[src/rtl/e1_oh_pkg.sv]
package e1_oh_pkg;

  localparam int SMF_FRAMES = 8;
  localparam int FRM_W      = $clog2(SMF_FRAMES);
  localparam int TS0_BITS   = 8;
  localparam int REG_W      = 8;
  localparam int ADDR_W     = 2;

  // alignment word, MSB goes to bit index 1
  localparam logic [6:0] FAS_WORD = 7'b0011011;

  // override select positions
  localparam int OV_A   = 0;
  localparam int OV_SA4 = 1;
  localparam int OV_SA5 = 2;
  localparam int OV_SA7 = 3;
  localparam int OV_SA8 = 4;
  localparam int OV_SA6 = 5;
  localparam int OV_FAS = 6;
  localparam int OV_W   = 7;
  localparam int VAL_W  = 5;
  localparam int SA6_W  = 4;

  typedef enum logic [ADDR_W-1:0] {
    RA_SELECT = 2'd0,
    RA_VALUE  = 2'd1,
    RA_SA6    = 2'd2,
    RA_SPARE  = 2'd3
  } reg_addr_e;

  typedef struct packed {
    logic [OV_W-1:0]  ovr;
    logic [VAL_W-1:0] val;
    logic [SA6_W-1:0] sa6;
  } oh_cfg_t;

  // odd-frame bit index -> field: 0..4 single-bit field, 5 Sa6 group, -1 none
  function automatic int odd_field(input int idx);
    case (idx)
      2:       return OV_A;
      3:       return OV_SA4;
      4:       return OV_SA5;
      5:       return OV_SA6;
      6:       return OV_SA7;
      7:       return OV_SA8;
      default: return -1;
    endcase
  endfunction

endpackage

[src/rtl/e1_oh_position.sv]
module e1_oh_position
  import e1_oh_pkg::*;
#(
  parameter int FRAME_BITS = 256,
  parameter int BIT_W      = $clog2(FRAME_BITS)
) (
  input  logic             clk,
  input  logic             rst_n,
  input  logic             beat,
  input  logic             sof,
  input  logic             smf,
  output logic             cur_sync,
  output logic [BIT_W-1:0] cur_bit,
  output logic [FRM_W-1:0] cur_frm,
  output logic             boundary
);

  localparam logic [BIT_W-1:0] LAST_BIT = BIT_W'(FRAME_BITS - 1);

  logic             synced_q;
  logic [BIT_W-1:0] bit_q;
  logic [FRM_W-1:0] frm_q;

  always_comb begin
    boundary = beat && sof;
    cur_sync = synced_q || sof;
    cur_bit  = sof ? '0 : bit_q;
    if (sof) cur_frm = smf ? '0 : frm_q + 1'b1;
    else     cur_frm = frm_q;
  end

  always_ff @(posedge clk) begin
    if (!rst_n) begin
      synced_q <= 1'b0;
      bit_q    <= '0;
      frm_q    <= '0;
    end else if (beat) begin
      synced_q <= cur_sync;
      frm_q    <= cur_frm;
      bit_q    <= (cur_bit == LAST_BIT) ? LAST_BIT : cur_bit + 1'b1;
    end
  end

endmodule

[src/rtl/e1_oh_cfg_regs.sv]
module e1_oh_cfg_regs
  import e1_oh_pkg::*;
(
  input  logic              clk,
  input  logic              rst_n,
  input  logic              wr_en,
  input  logic [ADDR_W-1:0] wr_addr,
  input  logic [REG_W-1:0]  wr_data,
  input  logic              boundary,
  output oh_cfg_t           cfg_use,
  output oh_cfg_t           cfg_act
);

  oh_cfg_t stage_q;
  oh_cfg_t active_q;

  always_ff @(posedge clk) begin
    if (!rst_n) begin
      stage_q <= '0;
    end else if (wr_en) begin
      case (reg_addr_e'(wr_addr))
        RA_SELECT: stage_q.ovr <= wr_data[OV_W-1:0];
        RA_VALUE:  stage_q.val <= wr_data[VAL_W-1:0];
        RA_SA6:    stage_q.sa6 <= wr_data[SA6_W-1:0];
        default:   ;
      endcase
    end
  end

  always_ff @(posedge clk) begin
    if (!rst_n)        active_q <= '0;
    else if (boundary) active_q <= stage_q;
  end

  // the frame-start bit already belongs to the new frame
  assign cfg_use = boundary ? stage_q : active_q;
  assign cfg_act = active_q;

endmodule

[src/rtl/e1_oh_bit_select.sv]
module e1_oh_bit_select
  import e1_oh_pkg::*;
#(
  parameter int BIT_W = 8
) (
  input  logic             din,
  input  logic             cur_sync,
  input  logic [BIT_W-1:0] cur_bit,
  input  logic [FRM_W-1:0] cur_frm,
  input  oh_cfg_t          cfg,
  output logic             dout
);

  logic [TS0_BITS-1:0] even_en, even_val;
  logic [TS0_BITS-1:0] odd_en, odd_val;
  logic [1:0]          sa6_idx;

  assign sa6_idx = cur_frm[2:1];

  for (genvar i = 0; i < TS0_BITS; i++) begin : g_pos
    localparam int FLD = odd_field(i);
    localparam int FI  = (i == 0) ? 0 : 7 - i;

    if (i == 0) begin : g_even_none
      assign even_en[i]  = 1'b0;
      assign even_val[i] = 1'b0;
    end else begin : g_even_fas
      assign even_en[i]  = cfg.ovr[OV_FAS];
      assign even_val[i] = FAS_WORD[FI];
    end

    if (FLD < 0) begin : g_odd_none
      assign odd_en[i]  = 1'b0;
      assign odd_val[i] = 1'b0;
    end else if (FLD == OV_SA6) begin : g_odd_sa6
      assign odd_en[i]  = cfg.ovr[OV_SA6];
      assign odd_val[i] = cfg.sa6[sa6_idx];
    end else begin : g_odd_single
      assign odd_en[i]  = cfg.ovr[FLD];
      assign odd_val[i] = cfg.val[FLD];
    end
  end

  logic       in_ts0;
  logic [2:0] pos;

  always_comb begin
    in_ts0 = cur_sync && (cur_bit < BIT_W'(TS0_BITS));
    pos    = cur_bit[2:0];
    dout   = din;
    if (in_ts0) begin
      if (cur_frm[0]) begin
        if (odd_en[pos]) dout = odd_val[pos];
      end else begin
        if (even_en[pos]) dout = even_val[pos];
      end
    end
  end

endmodule

[src/rtl/e1_oh_inserter.sv]
module e1_oh_inserter
  import e1_oh_pkg::*;
#(
  parameter int FRAME_BITS = 256,
  parameter int BIT_W      = $clog2(FRAME_BITS)
) (
  input  logic              clk,
  input  logic              rst_n,
  input  logic              in_valid,
  output logic              in_ready,
  input  logic              in_data,
  input  logic              in_sof,
  input  logic              in_smf,
  output logic              out_valid,
  input  logic              out_ready,
  output logic              out_data,
  input  logic              wr_en,
  input  logic [ADDR_W-1:0] wr_addr,
  input  logic [REG_W-1:0]  wr_data
);

  logic             beat;
  logic             cur_sync;
  logic [BIT_W-1:0] cur_bit;
  logic [FRM_W-1:0] cur_frm;
  logic             boundary;
  oh_cfg_t          cfg_use;
  oh_cfg_t          cfg_act;
  logic             sel_bit;

  assign in_ready = !out_valid || out_ready;
  assign beat     = in_valid && in_ready;

  e1_oh_position #(.FRAME_BITS(FRAME_BITS), .BIT_W(BIT_W)) u_pos (
    .clk      (clk),
    .rst_n    (rst_n),
    .beat     (beat),
    .sof      (in_sof),
    .smf      (in_smf),
    .cur_sync (cur_sync),
    .cur_bit  (cur_bit),
    .cur_frm  (cur_frm),
    .boundary (boundary)
  );

  e1_oh_cfg_regs u_regs (
    .clk      (clk),
    .rst_n    (rst_n),
    .wr_en    (wr_en),
    .wr_addr  (wr_addr),
    .wr_data  (wr_data),
    .boundary (boundary),
    .cfg_use  (cfg_use),
    .cfg_act  (cfg_act)
  );

  e1_oh_bit_select #(.BIT_W(BIT_W)) u_sel (
    .din      (in_data),
    .cur_sync (cur_sync),
    .cur_bit  (cur_bit),
    .cur_frm  (cur_frm),
    .cfg      (cfg_use),
    .dout     (sel_bit)
  );

  always_ff @(posedge clk) begin
    if (!rst_n) begin
      out_valid <= 1'b0;
      out_data  <= 1'b0;
    end else if (in_ready) begin
      out_valid <= in_valid;
      if (in_valid) out_data <= sel_bit;
    end
  end

endmodule

[config.mk]
export PLATFORM = sky130hd
export DESIGN_NAME = e1_oh_inserter
export DESIGN_NICKNAME = d
export VERILOG_FILES = /design/src/rtl/e1_oh_pkg.sv /design/src/rtl/e1_oh_position.sv /design/src/rtl/e1_oh_cfg_regs.sv /design/src/rtl/e1_oh_bit_select.sv /design/src/rtl/e1_oh_inserter.sv
export SDC_FILE = /design/constraint.sdc
export NUM_CORES = 1
export LEC_CHECK = 0
export CORE_AREA = 4 4 73 75
export CTS_BUF_LIST = sky130_fd_sc_hd__clkbuf_8
export DETAILED_ROUTE_END_ITERATION = 6
export DIE_AREA = 0 0 77 79
export HOLD_SLACK_MARGIN = 0.05
export PLACE_DENSITY = 0.68
export SYNTH_ARGS = -nofsm -noshare
export SYNTH_HDL_FRONTEND = slang
export SYNTH_SLANG_ARGS = --single-unit
export TNS_END_PERCENT = 10
[constraint.sdc]
create_clock -name clk -period 6.3 [get_ports clk]
set_clock_uncertainty 0.15 [all_clocks]
set_input_delay 1.26 -clock clk [delete_from_list [all_inputs] [get_ports clk]]
set_output_delay 1.26 -clock clk [all_outputs]
set_load 0.05 [all_outputs]
==> out/qor.yml, run 1 <==
critical_path:
  crit_type: "in -> out"
  crit_required_ns: 4.89
  path_common_cell: "clkdlybuf4s50_1"
  crit_arrival_ns: 2.77
  worst-path-max-fanout: 5
  crit_chain: "clkdlybuf4s50_1, nor2b_1, inv_1, clkdlybuf4s50_1"
  worst_path_max_delay_cell: "clkdlybuf4s50_1"
  end_kind: "primary output"
  crit_family: "buffers and inverters"
  worstSetupStartpointType: "primary input"
  crit_path_max_incr_delay_ns: 0.72
  path_buf_inv: 3
logic_synthesis:
  syn_area_um2: 2295
  mappedNetlistNets: 275
  synth_edf_count: 0
  syn_area_per_cell_um2: 8.999
  synthAdderAreaFrac_pct: 1.091
  synth_top_family_by_area: "simple AND/OR/NAND/NOR gates"
  ys_seq_elements: 46
  synthMuxAreaShare_pct: 10.96
  synthDistinctLibCells: 47
  ys.flop_type: "dfxtp_1"
  seq_area_frac_synth_pct: 40.13
  async_reset_ff_share_pct: 0
  synthSimpleGateAreaFrac_pct: 23.61
  synth_compound_area_share_pct: 19.96
  synth_xor_area_share_pct: 0
  synthCells: 255
  synth_warnings: 0
route:
  vias: 1784
  wirelength_um: 4519
  wl_per_cell_um: 13.95
  drtIter0Drc: 137
  remaining_drc_errors: 0
  ant_nets: 0
  via_per_inst: 5.506
  firstDrtPassIters: 4
clock_network:
  cts_tree: "built"
  clk_latency_ns: 0.30
  postCtsHoldBufs: 0
  cts-htree-levels: 2
  post-cts-setup-buffers: 0
  cts_root_buffer: "clkbuf_8"
  post_cts_resized: 0
  clockBufferDepth: 2
  cts-buffers-inserted: 5
  cts_num_sinks: 46
  path_clk_slew_ns: 0.08
global_routing:
  use_met3_pct: 4.649
  grt_pass1_wl_um: 7962
  track_usage_pct: 16.31
  grt_pass1_vias: 1601
  grt_max_degree: 27
  grt_overflow: 0
  grt_antenna_before_repair: 0
  grt_busiest_layer: "met1"
  use_met2_pct: 23.08
  met1_usage_pct: 23.47
die:
  core-area_um2: 4661
  start_util_pct: 49.23
  io-pin-count: 21
  placementRows: 25
  die_w_um: 77
  dieArea_um2: 6083
  die_y_um: 79
outcome:
  outcome: "complete, no violations"
sta:
  fin_crit_ns: 4.182
  period_share_pct: 66.38
  maxSlewViolCount: 0
  slew_headroom_pct: 29.77
  setup_ws_ns: 2.118
  finalSetupTns_ns: 0
  setup_viol: 0
  max_freq_ghz: 0.2391
  grt_setup_unrepaired: "no"
  max_slew.worst_pin.slew_ns: 1.050
  finalHoldViolations: 0
power:
  leakagePower_nw: 0.9955
  ir_worst_vdd_uv: 144.0
  power_density_nw_per_um2: 217.9
worst_hold_path:
  hold_class: "reg -> reg"
placement:
  gp_congestion: 0.7888
  pre_cts_ws_ns: 2.130
  port_buffers: 19
  hpwl_um: 3137
cells_and_area:
  syn_to_final_growth_pct: 12.76
  nets: 289
  antenna_cells: 0
  drive_gt1_share_pct: 8.519
  num-fill-cells: 435
  final_cell_mix: "dfxtp_1, nand2_1, nor2b_1, mux2i_1, clkdlybuf4s50_1"
  layout_commonest_cell: "dfxtp_1"
job:
  maxCapViolations: 0
## through the flow
step	cell area [µm²]	utilization, %	hold WS (ns)	cells	power [mW]
4_1_cts	2587	55.52	0.3184	324	0.5714
3_5_place_dp	2496	53.56	0.3055	316	0.3883
5_1_grt	2587	55.52	0.3415	324	0.5926
3_3_place_gp	2496	53.56	0.2968	316	0.3876
6_report	2587	55.52	0.3168	324	0.5638
2_1_floorplan	2295	-	0.2900	255	0.3639
## metal layers
metal  vias to the layer above  wire, µm
met5                         -         0
met4                         0        68
met3                         7       205
met2                        35      1852
met1                       815      2394
li1                        927         -
## path summary, 6_finish.rpt
kind                  endpoint  slack, ns              start  cells after the start
max                   in_ready       2.12          out_ready                      4
min          u_regs.cfg_act[0]       0.32  u_regs.cfg_act[0]                      2
max reg2reg           out_data       3.93          out_valid                      7
min reg2reg  u_regs.cfg_act[0]       0.32  u_regs.cfg_act[0]                      2
## sequential cells by signal (all words and copies together) (netlist names)
register and count:
out_valid 1, u_regs.cfg_act 16, u_regs.stage_q 16, u_pos.synced_q 1, out_data 1, u_pos.frm_q 3
u_pos.bit_q 8
## where the power goes
group | internal (mW) | total [mW] | switching (mW)
Sequential | 0.299 | 0.308 | 0.00821
Combinational | 0.0350 | 0.0738 | 0.0388
Clock | 0.0870 | 0.182 | 0.0954
Total | 0.421 | 0.564 | 0.142
## tightest hold or removal path, delay by kind of cell, from the launching register on
family / cells / cell delay (ns)
DFF: 1 / 0.32
and+or+nand+nor: 1 / 0.05
AOI/OAI and AO/OA: 1 / 0.06
## kinds of logic (layout without fill, tap and decap cells)
logic type | Yosys count | after routing
and+or+nand+nor | 105 | 105
muxes | 25 | 25
DFF | 46 | 46
AOI/OAI and AO/OA | 56 | 56
buffers and inverters | 21 | 36
adders and majority gates | 2 | 2
## layout make-up
| type | count | area [µm²] | share of cell area, % |
|---|---|---|---|
| flip-flops and latches | 46 | 920.9 | 35.59 |
| repair buffers | 21 | 205.2 | 7.930 |
| clock inverters | 2 | 8.758 | 0.3385 |
| well taps | 54 | 67.56 | 2.611 |
| inverters | 7 | 26.28 | 1.015 |
| clock buffers | 6 | 82.58 | 3.191 |
| multi-input cells | 188 | 1276 | 49.32 |
## cell usage after synthesis, drive strengths merged (2+ instances only)
| cell type | number | area, µm² |
|---|---|---|
| o21a | 2 | 15.01 |
| o221ai | 2 | 17.52 |
| and2 | 3 | 18.77 |
| nand2 | 39 | 146.4 |
| nor3 | 3 | 15.01 |
| o21ai | 9 | 45.04 |
| o221a | 5 | 56.30 |
| a21oi | 3 | 15.01 |
| nand3b | 2 | 15.01 |
| a31oi | 4 | 25.02 |
| or2 | 2 | 12.51 |
| a21boi | 16 | 120.1 |
| clkbuf | 7 | 26.28 |
| inv | 7 | 26.28 |
| or3 | 2 | 12.51 |
| dfxtp | 46 | 920.9 |
| a211oi | 3 | 22.52 |
| nor2b | 24 | 150.1 |
| nor2 | 13 | 48.80 |
| nor3b | 3 | 22.52 |
| nand3 | 3 | 20.02 |
| o211a | 2 | 20.02 |
| buf | 7 | 45.03 |
| nand2b | 7 | 51.30 |
| mux2i | 24 | 240.2 |
| ha | 2 | 25.02 |
Power figures use the tool's default switching activity.
==> run 2, diff against run 1 <==
==> constraint.sdc (replaced) <==
create_clock -name clk -period 3.85 [get_ports clk]
set_clock_uncertainty 0.15 [all_clocks]
set_input_delay 0.77 -clock clk [delete_from_list [all_inputs] [get_ports clk]]
set_output_delay 0.77 -clock clk [all_outputs]
set_load 0.05 [all_outputs]
==> out/qor.yml, run 2 (synthesis gave the netlist of run 1 again) <==
placement:
  hpwl_um: 3266  # +4.1%
  pre_cts_ws_ns: 0.5749  # -1.555 ns
  port_buffers: 19  # unchanged
  place_inst: 319  # +0.95%
  gp_congestion: 0.8289  # +5.1%
  dpl_cell_area_um2: 2519  # +0.90%
power:
  pwr-share-clk_pct: 35.8  # +3.5 points
  leakagePower_nw: 1.018  # +2.3%
  power_uw: 976.6  # +73%
  power_density_nw_per_um2: 372.0  # +71%
  p_sw_uw: 238.3  # +67%
  ir_worst_vdd_uv: 281.9  # +96%
  switching_share_pct: 24.40  # -0.86 points
  p_seq_share_pct: 51.5  # -3.1 points
  power_frac_comb_pct: 12.6  # -0.5 points
  p_int_uw: 738.3  # +75%
die:
  die_y_um: 79  # unchanged
  start_util_pct: 49.23  # unchanged
  die_w_um: 77  # unchanged
  io-pin-count: 21  # unchanged
  core-area_um2: 4661  # unchanged
  dieArea_um2: 6083  # unchanged
  placementRows: 25  # unchanged
clock_network:
  cts_num_sinks: 46  # unchanged
  post-cts-setup-buffers: 0  # unchanged
  postCtsHoldBufs: 0  # unchanged
  cts_root_buffer: "clkbuf_8"
  cts-htree-levels: 2  # unchanged
  clk_latency_ns: 0.30  # about the same
  clockBufferDepth: 2  # unchanged
  cts_tree: "built"
  cts-buffers-inserted: 5  # unchanged
  post_cts_resized: 0  # unchanged
  path_clk_slew_ns: 0.08  # about the same
sta:
  grt_setup_unrepaired: "no"
  slew_headroom_pct: 55.68  # +26 points
  period_share_pct: 83.04
  setup_viol: 0  # unchanged
  fin_crit_ns: 3.197
  finalHoldViolations: 0  # unchanged
  max_freq_ghz: 0.3128
  max_slew.worst_pin.slew_ns: 0.6627  # -0.3869 ns
  finalSetupTns_ns: 0  # unchanged
  setup_ws_ns: 0.6531  # -1.465 ns
  maxSlewViolCount: 0  # unchanged
  hold_ws_ns: 0.3152  # -0.001634 ns
route:
  wirelength_um: 4599  # +1.8%
  remaining_drc_errors: 0  # unchanged
  drtIter0Drc: 107  # -22%
  wl_per_cell_um: 14.06  # +0.84%
  vias: 1794  # +0.56%
  firstDrtPassIters: 4  # unchanged
  via_per_inst: 5.486  # -0.36%
  ant_nets: 0  # unchanged
critical_path:
  end_kind: "primary output"
  worst-path-max-fanout: 5  # unchanged
  reg2regPathDepth: 8  # +1
  reg2reg_slack_ns: 1.50  # -2.43 ns
  crit_arrival_ns: 2.28  # -0.49 ns
  crit_type: "in -> out"
  crit_required_ns: 2.93  # -1.96 ns
  r2r-end: "u_pos.bit_q[3]"
  timing.rr.start: "u_pos.bit_q[0]"
  worstSetupStartpointType: "primary input"
worst_hold_path:
  hold_end: "u_regs.cfg_act[9]"
  hold_class: "reg -> reg"
  whs_path_depth: 2  # unchanged
  hold_start: "u_regs.stage_q[9]"
cells_and_area:
  post-route-util_pct: 56.32  # +0.81 points
  syn_to_final_growth_pct: 14.39
  nets: 292  # +1.0%
  final_cell_mix: "dfxtp_1, nand2_1, nor2b_1, mux2i_1, clkdlybuf4s50_1"
  antenna_cells: 0  # unchanged
  drive_gt1_share_pct: 9.158  # +0.64 points
  final_cells: 327  # +0.93%
  layout_commonest_cell: "dfxtp_1"
  finalInstanceArea_um2: 2625  # +1.5%
outcome:
  outcome: "complete, no violations"
global_routing:
  grt_max_degree: 30  # +11%
  grt_overflow: 0  # unchanged
  grt_antenna_before_repair: 0  # unchanged
  grt_pass1_vias: 1725  # +7.7%
  track_usage_pct: 16.59  # +0.28 points
  grt_pass1_wl_um: 8155  # +2.4%
job:
  maxCapViolations: 0  # unchanged
run 2: changes by cell type in the layout (fill, tap and decap cells not counted), sizes merged:
cell    before  now
clkinv       1    0
clkbuf       6    5
inv          8    9
bufinv       0    1
buf          2    5
run 2: worst max path at each step:
stage	to	from	slack, ns	cells past startpoint
global placement	u_pos.bit_q[3]	in_sof	0.62	9
floorplan	u_pos.bit_q[3]	in_sof	1.24	10
detailed placement	u_pos.bit_q[3]	in_sof	0.57	9
finish	in_ready	out_ready	0.65	4
global route	in_ready	out_ready	0.53	4
CTS	in_ready	out_ready	0.65	4
run 2: cell type report:
| cell class | instances | area, µm² |
|---|---|---|
| clock buffer | 5 | 68.82 |
| clock inverter | 3 | 37.54 |
| fill | 436 | 2036 |
| inverter | 7 | 26.28 |
| multi-input combinational | 188 | 1276 |
| sequential | 46 | 920.9 |
| tap | 54 | 67.56 |
| timing repair buffer | 24 | 227.7 |
run 2: worst max-delay path: stages:
cell and delay [ns]:
clkdlybuf4s50_1 0.40, nor2b_1 0.24, inv_1 0.14, clkdlybuf4s50_1 0.72
run 2: routing by layer:
metal | track usage [%] | vias up | share of wire, %
li1 | - | 926 | -
met1 | 22.47 | 831 | 52
met2 | 25.61 | 30 | 42
met3 | 4.422 | 7 | 4.0
met4 | 5.694 | 0 | 1.4
met5 | 0 | - | 0
run 2: power by group through the flow:
| stage | logic (mW) | registers (mW) | clock network (mW) |
|---|---|---|---|
| 2_1_floorplan | 0.0803 | 0.515 | 0 |
| 3_3_place_gp | 0.122 | 0.514 | 0 |
| 3_5_place_dp | 0.123 | 0.514 | 0 |
| 4_1_cts | 0.124 | 0.503 | 0.359 |
| 5_1_grt | 0.136 | 0.506 | 0.377 |
| 6_report | 0.123 | 0.503 | 0.350 |
